==> src/rtl/noc_arb_pkg.sv <==
package noc_arb_pkg;

  typedef enum logic [1:0] {
    FK_IDLE = 2'b00,
    FK_HEAD = 2'b01,
    FK_BODY = 2'b10,
    FK_TAIL = 2'b11
  } flit_kind_e;

  // kinds that continue a packet already holding a lane
  function automatic logic continues_pkt(input flit_kind_e k);
    return (k == FK_BODY) || (k == FK_TAIL);
  endfunction

endpackage

==> src/rtl/noc_sl_credit.sv <==
module noc_sl_credit #(
  parameter int DEPTH = 4,
  parameter int CNT_W = 3
) (
  input  logic             clk,
  input  logic             rst_n,
  input  logic             take,
  input  logic             give,
  output logic [CNT_W-1:0] count,
  output logic             has_credit
);

  localparam logic [CNT_W-1:0] FULL = CNT_W'(DEPTH);

  assign has_credit = (count != '0);

  always_ff @(posedge clk or negedge rst_n) begin
    if (!rst_n) begin
      count <= FULL;
    end else begin
      case ({take, give})
        2'b10:   count <= count - 1'b1;
        2'b01:   count <= count + 1'b1;
        default: count <= count;
      endcase
    end
  end

  assert_no_overflow_R6: assert property (@(posedge clk) disable iff (!rst_n)
    !(give && !take && count == FULL));
  assert_no_send_empty_R6: assert property (@(posedge clk) disable iff (!rst_n)
    take |-> count != '0);
  assert_count_step_R6: assert property (@(posedge clk) disable iff (!rst_n)
    (take && !give) |=> count == $past(count) - 1'b1);

endmodule

==> src/rtl/noc_sl_lane.sv <==
module noc_sl_lane
  import noc_arb_pkg::*;
#(
  parameter int N_IN  = 5,
  parameter int SL_W  = 1,
  parameter int IDX_W = 3,
  parameter int SL_ID = 0
) (
  input  logic                   clk,
  input  logic                   rst_n,
  input  logic [N_IN-1:0]        req_valid,
  input  logic [N_IN*SL_W-1:0]   req_sl,
  input  logic [N_IN*2-1:0]      req_type,
  input  logic                   fire,
  output logic                   cand_valid,
  output logic [IDX_W-1:0]       cand_idx
);

  logic             locked;
  logic [IDX_W-1:0] owner;
  logic [IDX_W-1:0] rr_ptr;
  logic [N_IN-1:0]  mine;
  logic [N_IN-1:0]  head_req;
  flit_kind_e       kind [N_IN];
  logic             cand_is_head;
  logic             cand_is_tail;

  function automatic logic [IDX_W-1:0] rr_first(input logic [N_IN-1:0] r,
                                                input logic [IDX_W-1:0] p);
    logic [IDX_W-1:0] res;
    logic             found;
    res   = p;
    found = 1'b0;
    for (int k = 0; k < N_IN; k++) begin
      int idx;
      idx = (int'(p) + k) % N_IN;
      if (!found && r[idx]) begin
        found = 1'b1;
        res   = IDX_W'(idx);
      end
    end
    return res;
  endfunction

  function automatic logic [IDX_W-1:0] next_ptr(input logic [IDX_W-1:0] p);
    return (p == IDX_W'(N_IN - 1)) ? '0 : p + 1'b1;
  endfunction

  always_comb begin
    for (int i = 0; i < N_IN; i++) begin
      kind[i]     = flit_kind_e'(req_type[i*2 +: 2]);
      mine[i]     = req_valid[i] && (req_sl[i*SL_W +: SL_W] == SL_W'(SL_ID));
      head_req[i] = mine[i] && (kind[i] == FK_HEAD);
    end
  end

  always_comb begin
    if (locked) begin
      cand_idx   = owner;
      cand_valid = mine[owner] && continues_pkt(kind[owner]);
    end else begin
      cand_idx   = rr_first(head_req, rr_ptr);
      cand_valid = |head_req;
    end
  end

  assign cand_is_head = cand_valid && !locked;
  assign cand_is_tail = cand_valid && locked && (kind[owner] == FK_TAIL);

  always_ff @(posedge clk or negedge rst_n) begin
    if (!rst_n) begin
      locked <= 1'b0;
      owner  <= '0;
      rr_ptr <= '0;
    end else if (fire) begin
      if (cand_is_head) begin
        locked <= 1'b1;
        owner  <= cand_idx;
      end else if (cand_is_tail) begin
        locked <= 1'b0;
        rr_ptr <= next_ptr(owner);
      end
    end
  end

  assert_fire_has_cand_R9: assert property (@(posedge clk) disable iff (!rst_n)
    fire |-> cand_valid);
  assert_grant_held_R3: assert property (@(posedge clk) disable iff (!rst_n)
    (locked && !(fire && cand_is_tail)) |=> (locked && $stable(owner)));
  assert_ptr_moves_R4: assert property (@(posedge clk) disable iff (!rst_n)
    (fire && cand_is_tail) |=> (!locked && rr_ptr == next_ptr($past(owner))));
  assert_lock_on_head_R2: assert property (@(posedge clk) disable iff (!rst_n)
    (fire && !locked) |=> locked);

endmodule

==> src/rtl/noc_sl_prio.sv <==
module noc_sl_prio #(
  parameter int N_SL = 2,
  parameter int SL_W = 1
) (
  input  logic [N_SL-1:0] elig,
  output logic            any,
  output logic [SL_W-1:0] pick,
  output logic [N_SL-1:0] grant
);

  always_comb begin
    pick = '0;
    for (int s = N_SL - 1; s >= 0; s--) begin
      if (elig[s]) pick = SL_W'(s);
    end
    any   = |elig;
    grant = any ? (N_SL'(1) << pick) : '0;
  end

  always_comb begin
    assert_one_lane_R5: assert ($onehot0(grant));
  end

endmodule

==> src/rtl/noc_oport_arb.sv <==
module noc_oport_arb
  import noc_arb_pkg::*;
#(
  parameter int N_IN         = 5,
  parameter int N_SL         = 2,
  parameter int FLIT_W       = 16,
  parameter int CREDIT_DEPTH = 4,
  localparam int SL_W        = (N_SL > 1) ? $clog2(N_SL) : 1
) (
  input  logic                     clk,
  input  logic                     rst_n,
  input  logic [N_IN-1:0]          req_valid,
  input  logic [N_IN*SL_W-1:0]     req_sl,
  input  logic [N_IN*2-1:0]        req_type,
  input  logic [N_IN*FLIT_W-1:0]   req_data,
  input  logic [N_SL-1:0]          credit_ret,
  output logic [N_IN-1:0]          in_ack,
  output logic [N_IN-1:0]          xbar_sel,
  output logic [1:0]               out_type,
  output logic [SL_W-1:0]          out_sl,
  output logic [FLIT_W-1:0]        out_data
);

  localparam int IDX_W = (N_IN > 1) ? $clog2(N_IN) : 1;
  localparam int CNT_W = $clog2(CREDIT_DEPTH + 1);

  logic [N_SL-1:0]  cand_valid;
  logic [IDX_W-1:0] cand_idx [N_SL];
  logic [N_SL-1:0]  has_credit;
  logic [N_SL-1:0]  elig;
  logic [N_SL-1:0]  fire_vec;
  logic [CNT_W-1:0] credit_cnt [N_SL];
  logic             send_fire;
  logic [SL_W-1:0]  send_sl;
  logic [IDX_W-1:0] send_idx;

  for (genvar s = 0; s < N_SL; s++) begin : g_lane
    noc_sl_lane #(
      .N_IN(N_IN), .SL_W(SL_W), .IDX_W(IDX_W), .SL_ID(s)
    ) lane_i (
      .clk(clk), .rst_n(rst_n),
      .req_valid(req_valid), .req_sl(req_sl), .req_type(req_type),
      .fire(fire_vec[s]),
      .cand_valid(cand_valid[s]), .cand_idx(cand_idx[s])
    );

    noc_sl_credit #(.DEPTH(CREDIT_DEPTH), .CNT_W(CNT_W)) cred_i (
      .clk(clk), .rst_n(rst_n),
      .take(fire_vec[s]), .give(credit_ret[s]),
      .count(credit_cnt[s]), .has_credit(has_credit[s])
    );

    assign elig[s] = cand_valid[s] && has_credit[s];
  end

  noc_sl_prio #(.N_SL(N_SL), .SL_W(SL_W)) prio_i (
    .elig(elig), .any(send_fire), .pick(send_sl), .grant(fire_vec)
  );

  assign send_idx = cand_idx[send_sl];
  assign in_ack   = send_fire ? (N_IN'(1) << send_idx) : '0;

  always_ff @(posedge clk or negedge rst_n) begin
    if (!rst_n) begin
      xbar_sel <= '0;
      out_type <= FK_IDLE;
      out_sl   <= '0;
      out_data <= '0;
    end else if (send_fire) begin
      xbar_sel <= in_ack;
      out_type <= req_type[send_idx*2 +: 2];
      out_sl   <= send_sl;
      out_data <= req_data[send_idx*FLIT_W +: FLIT_W];
    end else begin
      xbar_sel <= '0;
      out_type <= FK_IDLE;
      out_sl   <= '0;
      out_data <= '0;
    end
  end

  assert_one_ack_R7: assert property (@(posedge clk) disable iff (!rst_n)
    $onehot0(in_ack));
  assert_ack_then_out_R8: assert property (@(posedge clk) disable iff (!rst_n)
    (|in_ack) |=> (out_type != FK_IDLE && xbar_sel == $past(in_ack)));
  assert_idle_no_sel_R8: assert property (@(posedge clk) disable iff (!rst_n)
    (out_type == FK_IDLE) |-> (xbar_sel == '0));
  assert_low_level_first_R5: assert property (@(posedge clk) disable iff (!rst_n)
    elig[0] |-> (in_ack != '0 && send_sl == '0));
  assert_ack_is_valid_R9: assert property (@(posedge clk) disable iff (!rst_n)
    ((in_ack & ~req_valid) == '0));

endmodule

==> config.mk <==
export PLATFORM = sky130hd
export DESIGN_NAME = noc_oport_arb
export DESIGN_NICKNAME = d
export VERILOG_FILES = /design/src/rtl/noc_arb_pkg.sv /design/src/rtl/noc_sl_credit.sv /design/src/rtl/noc_sl_lane.sv /design/src/rtl/noc_sl_prio.sv /design/src/rtl/noc_oport_arb.sv
export SDC_FILE = /design/constraint.sdc
export NUM_CORES = 1
export LEC_CHECK = 0
export CAP_MARGIN = 15
export CORE_ASPECT_RATIO = 1.75
export CORE_MARGIN = 2
export CORE_UTILIZATION = 40
export CTS_CLUSTER_SIZE = 14
export DETAILED_ROUTE_END_ITERATION = 16
export PLACE_DENSITY = 0.64
export SYNTH_ARGS = -nofsm -noshare
export SYNTH_HDL_FRONTEND = slang
export SYNTH_SLANG_ARGS = --single-unit
==> constraint.sdc <==
create_clock -name clk -period 10.87 [get_ports clk]
set_clock_uncertainty 0.05 [all_clocks]
set_input_delay 2.174 -clock clk [delete_from_list [all_inputs] [get_ports clk]]
set_output_delay 2.174 -clock clk [all_outputs]
set_load 0.01 [all_outputs]
==> results.yml <==
status:
  status: "completed"
sta:
  max_clock_freq_ghz: 0.106
  maxSlewViolCount: 0
  timing.slew.headroom: 0.338
  rsz_0062_raised_after_global_routing: "no"
  min_period_ns: 9.44
  number_of_failing_hold_endpoints_at_the_final_stage: 0
  period_utilization: 0.868
  finalSetupViolCount: 0
  tns_ns: 0
  tightest_slew_ns: 0.992
clock_network:
  cts_resized: 0
  cts.htree.levels: 2
  postCtsHoldBufs: 0
  cts_root_buf: "clkbuf_16"
  post-cts-setup-buffer-count: 0
  clock-sinks: 44
  cts_buffers: 5
  clock_tree_from_tritoncts: "yes"
  clock_tree.buffer_depth: 2
  worst_skew_pair.late_latency_ns: 0.29
  clkTransAtPathRegs_ns: 0.07
global_routing:
  grt_pass1_wl_microns: 33700
  grt_antenna_before_repair: 0
  first_global_vias: 6372
  groute.usage.overall: 0.252
  largest_net_degree_at_the_start_of_global_routing: 45
  grt_overflow_total: 0
  globalRouteMet3Util: 0.0237
  gr-usage-met2: 0.462
  grt-busiest-layer: "met2"
  grt_util_met1: 0.296
synthesis:
  synth_unique_cells: 98
  synth-compound-area-share: 0.277
  synth_edf_count: 0
  synth-xor-area-share: 0.0311
  ys_seq_elements: 44
  avgSynthCellArea_sq_um: 8.27
  muxShareOfSynthArea: 0.121
  ys_dominant_reg_cell: "dfrtp_1"
  synth_area_leaders: "dfrtp_1 (17%), mux2i_1 (8.8%), ha_1 (8.3%), nand2_1 (3.2%), nand3_1 (3.0%)"
  synth_top_family_by_area: "compound AO/OA/AOI/OAI gates"
  synth_top_cell_by_area: "dfrtp_1"
  post_synth_fa_ha_maj_area_fraction: 0.0931
  synth.yosys.warnings: 0
  seq_area_frac_synth: 0.179
  post-synth-top-count-cell: "mux2i_1"
  synthesis.area_sq_um: 6150
  synthesis.nets: 892
  postSynthCellCount: 744
  synthSimpleGateAreaFrac: 0.239
  synth_top_cell_area_share: 0.171
  synthTopCellsByCount: "mux2i_1 (54), nand2_1 (53), dfrtp_1 (42), ha_1 (41)"
  synth_async_reset_ratio: 1.00
floorplanning:
  fp.dieArea_sq_um: 16400
  effective_utilization_at_floorplan: 0.404
  core_sq_um: 15200
  die_w_microns: 97.8
  top_level_ports: 133
  die_h_microns: 168
  placement_rows: 60
worst_setup_path:
  top_cell_by_count_worst_path: "ha_1"
  critical_path.endpoint_type: "output pin"
  reg2reg_setup_slack_ns: 3.81
  reg2reg_depth: 23
  critical_path_required_ns: 8.65
  setup.worst_path.start_class: "register"
  timing.rr.start: "g_lane[0].lane_i.rr_ptr[0]$_DFFE_PN0P_"
  max_stage_delay_ns: 0.59
  critPathMaxFanout: 16
  worstReg2RegEnd: "out_data[5]$_DFF_PN0_"
  critPathKind: "reg2out"
  cp_slowest_cell: "clkdlybuf4s50_1"
  critical_path.cell_chain: "clkinv_1 > ha_1 > xnor2_2 > inv_2 > ha_1 > nor2_1 > a21oi_1 > xnor2_1 > inv_1 > ha_1 > nor2b_1 > a2111oi_4 > o31a_1 > a211oi_1 > o211ai_1 > and3_1 > a41oi_1 > o211ai_1 > a32oi_4 > nor3_4 > buf_4 > and2_1 > clkdlybuf4s50_1"
  worst-endpoint-arrival_ns: 7.21
detailed_routing:
  detail-route-antenna-nets: 0
  drt_drc_violations_left: 0
  detailroute.via_count: 6509
  drt-wirelength-per-cell_microns: 20.7
  drt-initial-drc-count: 334
  routed_wire_length_microns: 21500
  via_per_inst: 6.26
  dr.pass1.iters: 5
power:
  total_power_mw: 2.93
  powerDensity_nw_per_um2: 377
  power_leakage_nw: 3.10
  ir_worst_vdd_mv: 0.190
hold_path:
  hold_path_end: "g_lane[1].cred_i.count[2]$_DFFE_PN1P_"
  number_of_cells_on_the_worst_hold_path: 1
  hp-class: "reg2reg"
  worstHoldStart: "g_lane[1].cred_i.count[2]$_DFFE_PN1P_"
placed_design:
  dpl.cell_count: 1031
  portBuffers: 132
  place.detailed.hpwl_microns: 17200
  gpl.final_weighted_congestion: 0.973
run:
  max_cap_violations: 0
layout:
  syn_to_final_growth_pct: 26.3
  insertedDiodeCount: 0
  drive_gt1_frac: 0.0796
  design.final.nets: 1001
  finish.cell_count_without_fillers: 1040
  n_fill_cell: 1466
-- report_power, final --
part           internal [mW]  switching [mW]
clock network          0.115          0.0673
logic                  0.987            1.45
registers              0.235          0.0746
-- per-stage QoR --
stage,area [sq um],setup slack (ns),hold slack [ns],utilization
finish,7770,1.43,0.476,0.510
global route,7770,1.01,0.495,0.510
CTS,7750,1.49,0.479,0.509
detailed placement,7570,1.81,0.468,0.497
global placement,7570,2.09,0.462,0.497
floorplan,6150,3.00,0.454,-
-- layer usage --
metal,part of all wire,up-vias
met5,0,-
met4,0.045,0
met3,0.031,57
met2,0.54,224
met1,0.39,3147
li1,-,3081
-- cell usage in the layout, fill, tap and decap left out, types with 15 or more instances in the layout --
master,synthesis,final
o211ai_1,16,16
dfrtp_1,42,42
o221ai_1,18,18
ha_1,41,41
nand3_1,37,37
a21oi_1,35,35
nor2b_1,15,15
o21ai_0,31,31
nor3_1,16,16
nand2_1,53,53
nor2_1,37,37
clkdlybuf4s50_1,0,131
inv_1,37,37
mux2i_1,54,54
-- critical path, delay by kind of cell (launching register included) --
| kind | cells | cell delay (ns) |
|---|---|---|
| and+or+nand+nor | 5 | 1.46 |
| DFF | 1 | 0.35 |
| xor gates and xnor gates | 2 | 0.60 |
| buffers and inverters | 5 | 1.48 |
| AOI/OAI and AO/OA | 8 | 2.02 |
| adders and majority gates | 3 | 0.99 |
-- state kept, by name, summed over array words and instances (netlist names) --
| signal | cells |
|---|---|
| out_sl | 1 |
| xbar_sel | 5 |
| out_data | 16 |
| out_type | 2 |
| g_lane.lane_i.rr_ptr | 6 |
| g_lane.lane_i.locked | 2 |
| g_lane.cred_i.count | 6 |
| g_lane.lane_i.owner | 6 |
-- worst max path at each step --
stage	from	to	slack [ns]	depth (start not counted)
6_report	g_lane[0].lane_i.rr_ptr[0]$_DFFE_PN0P_	in_ack[4]	1.43	23
5_1_grt	g_lane[0].lane_i.rr_ptr[0]$_DFFE_PN0P_	in_ack[4]	1.01	22
4_1_cts	g_lane[0].lane_i.rr_ptr[0]$_DFFE_PN0P_	in_ack[4]	1.49	23
3_5_place_dp	g_lane[0].lane_i.rr_ptr[0]$_DFFE_PN0P_	in_ack[4]	1.81	23
3_3_place_gp	g_lane[0].lane_i.rr_ptr[0]$_DFFE_PN0P_	in_ack[4]	2.09	23
2_1_floorplan	g_lane[0].lane_i.rr_ptr[0]$_DFFE_PN0P_	in_ack[0]	3.00	26
-- layout make-up --
| class | instances | area (sq um) | area share |
|---|---|---|---|
| tap | 186 | 233 | 0.0299 |
| clock inverter | 2 | 38.8 | 0.00499 |
| clock buffer | 6 | 139 | 0.0179 |
| multi-input combinational | 618 | 4700 | 0.604 |
| sequential | 44 | 1100 | 0.142 |
| timing repair buffer | 142 | 1400 | 0.181 |
| inverter | 42 | 158 | 0.0203 |
-- cell families after synthesis --
logic type	count (synthesis)
mux	69
compound gates	223
xor+xnor	21
flops	44
buf+inv	82
fa+ha+maj	44
simple gates	261
(Power assumes the default switching activity.)
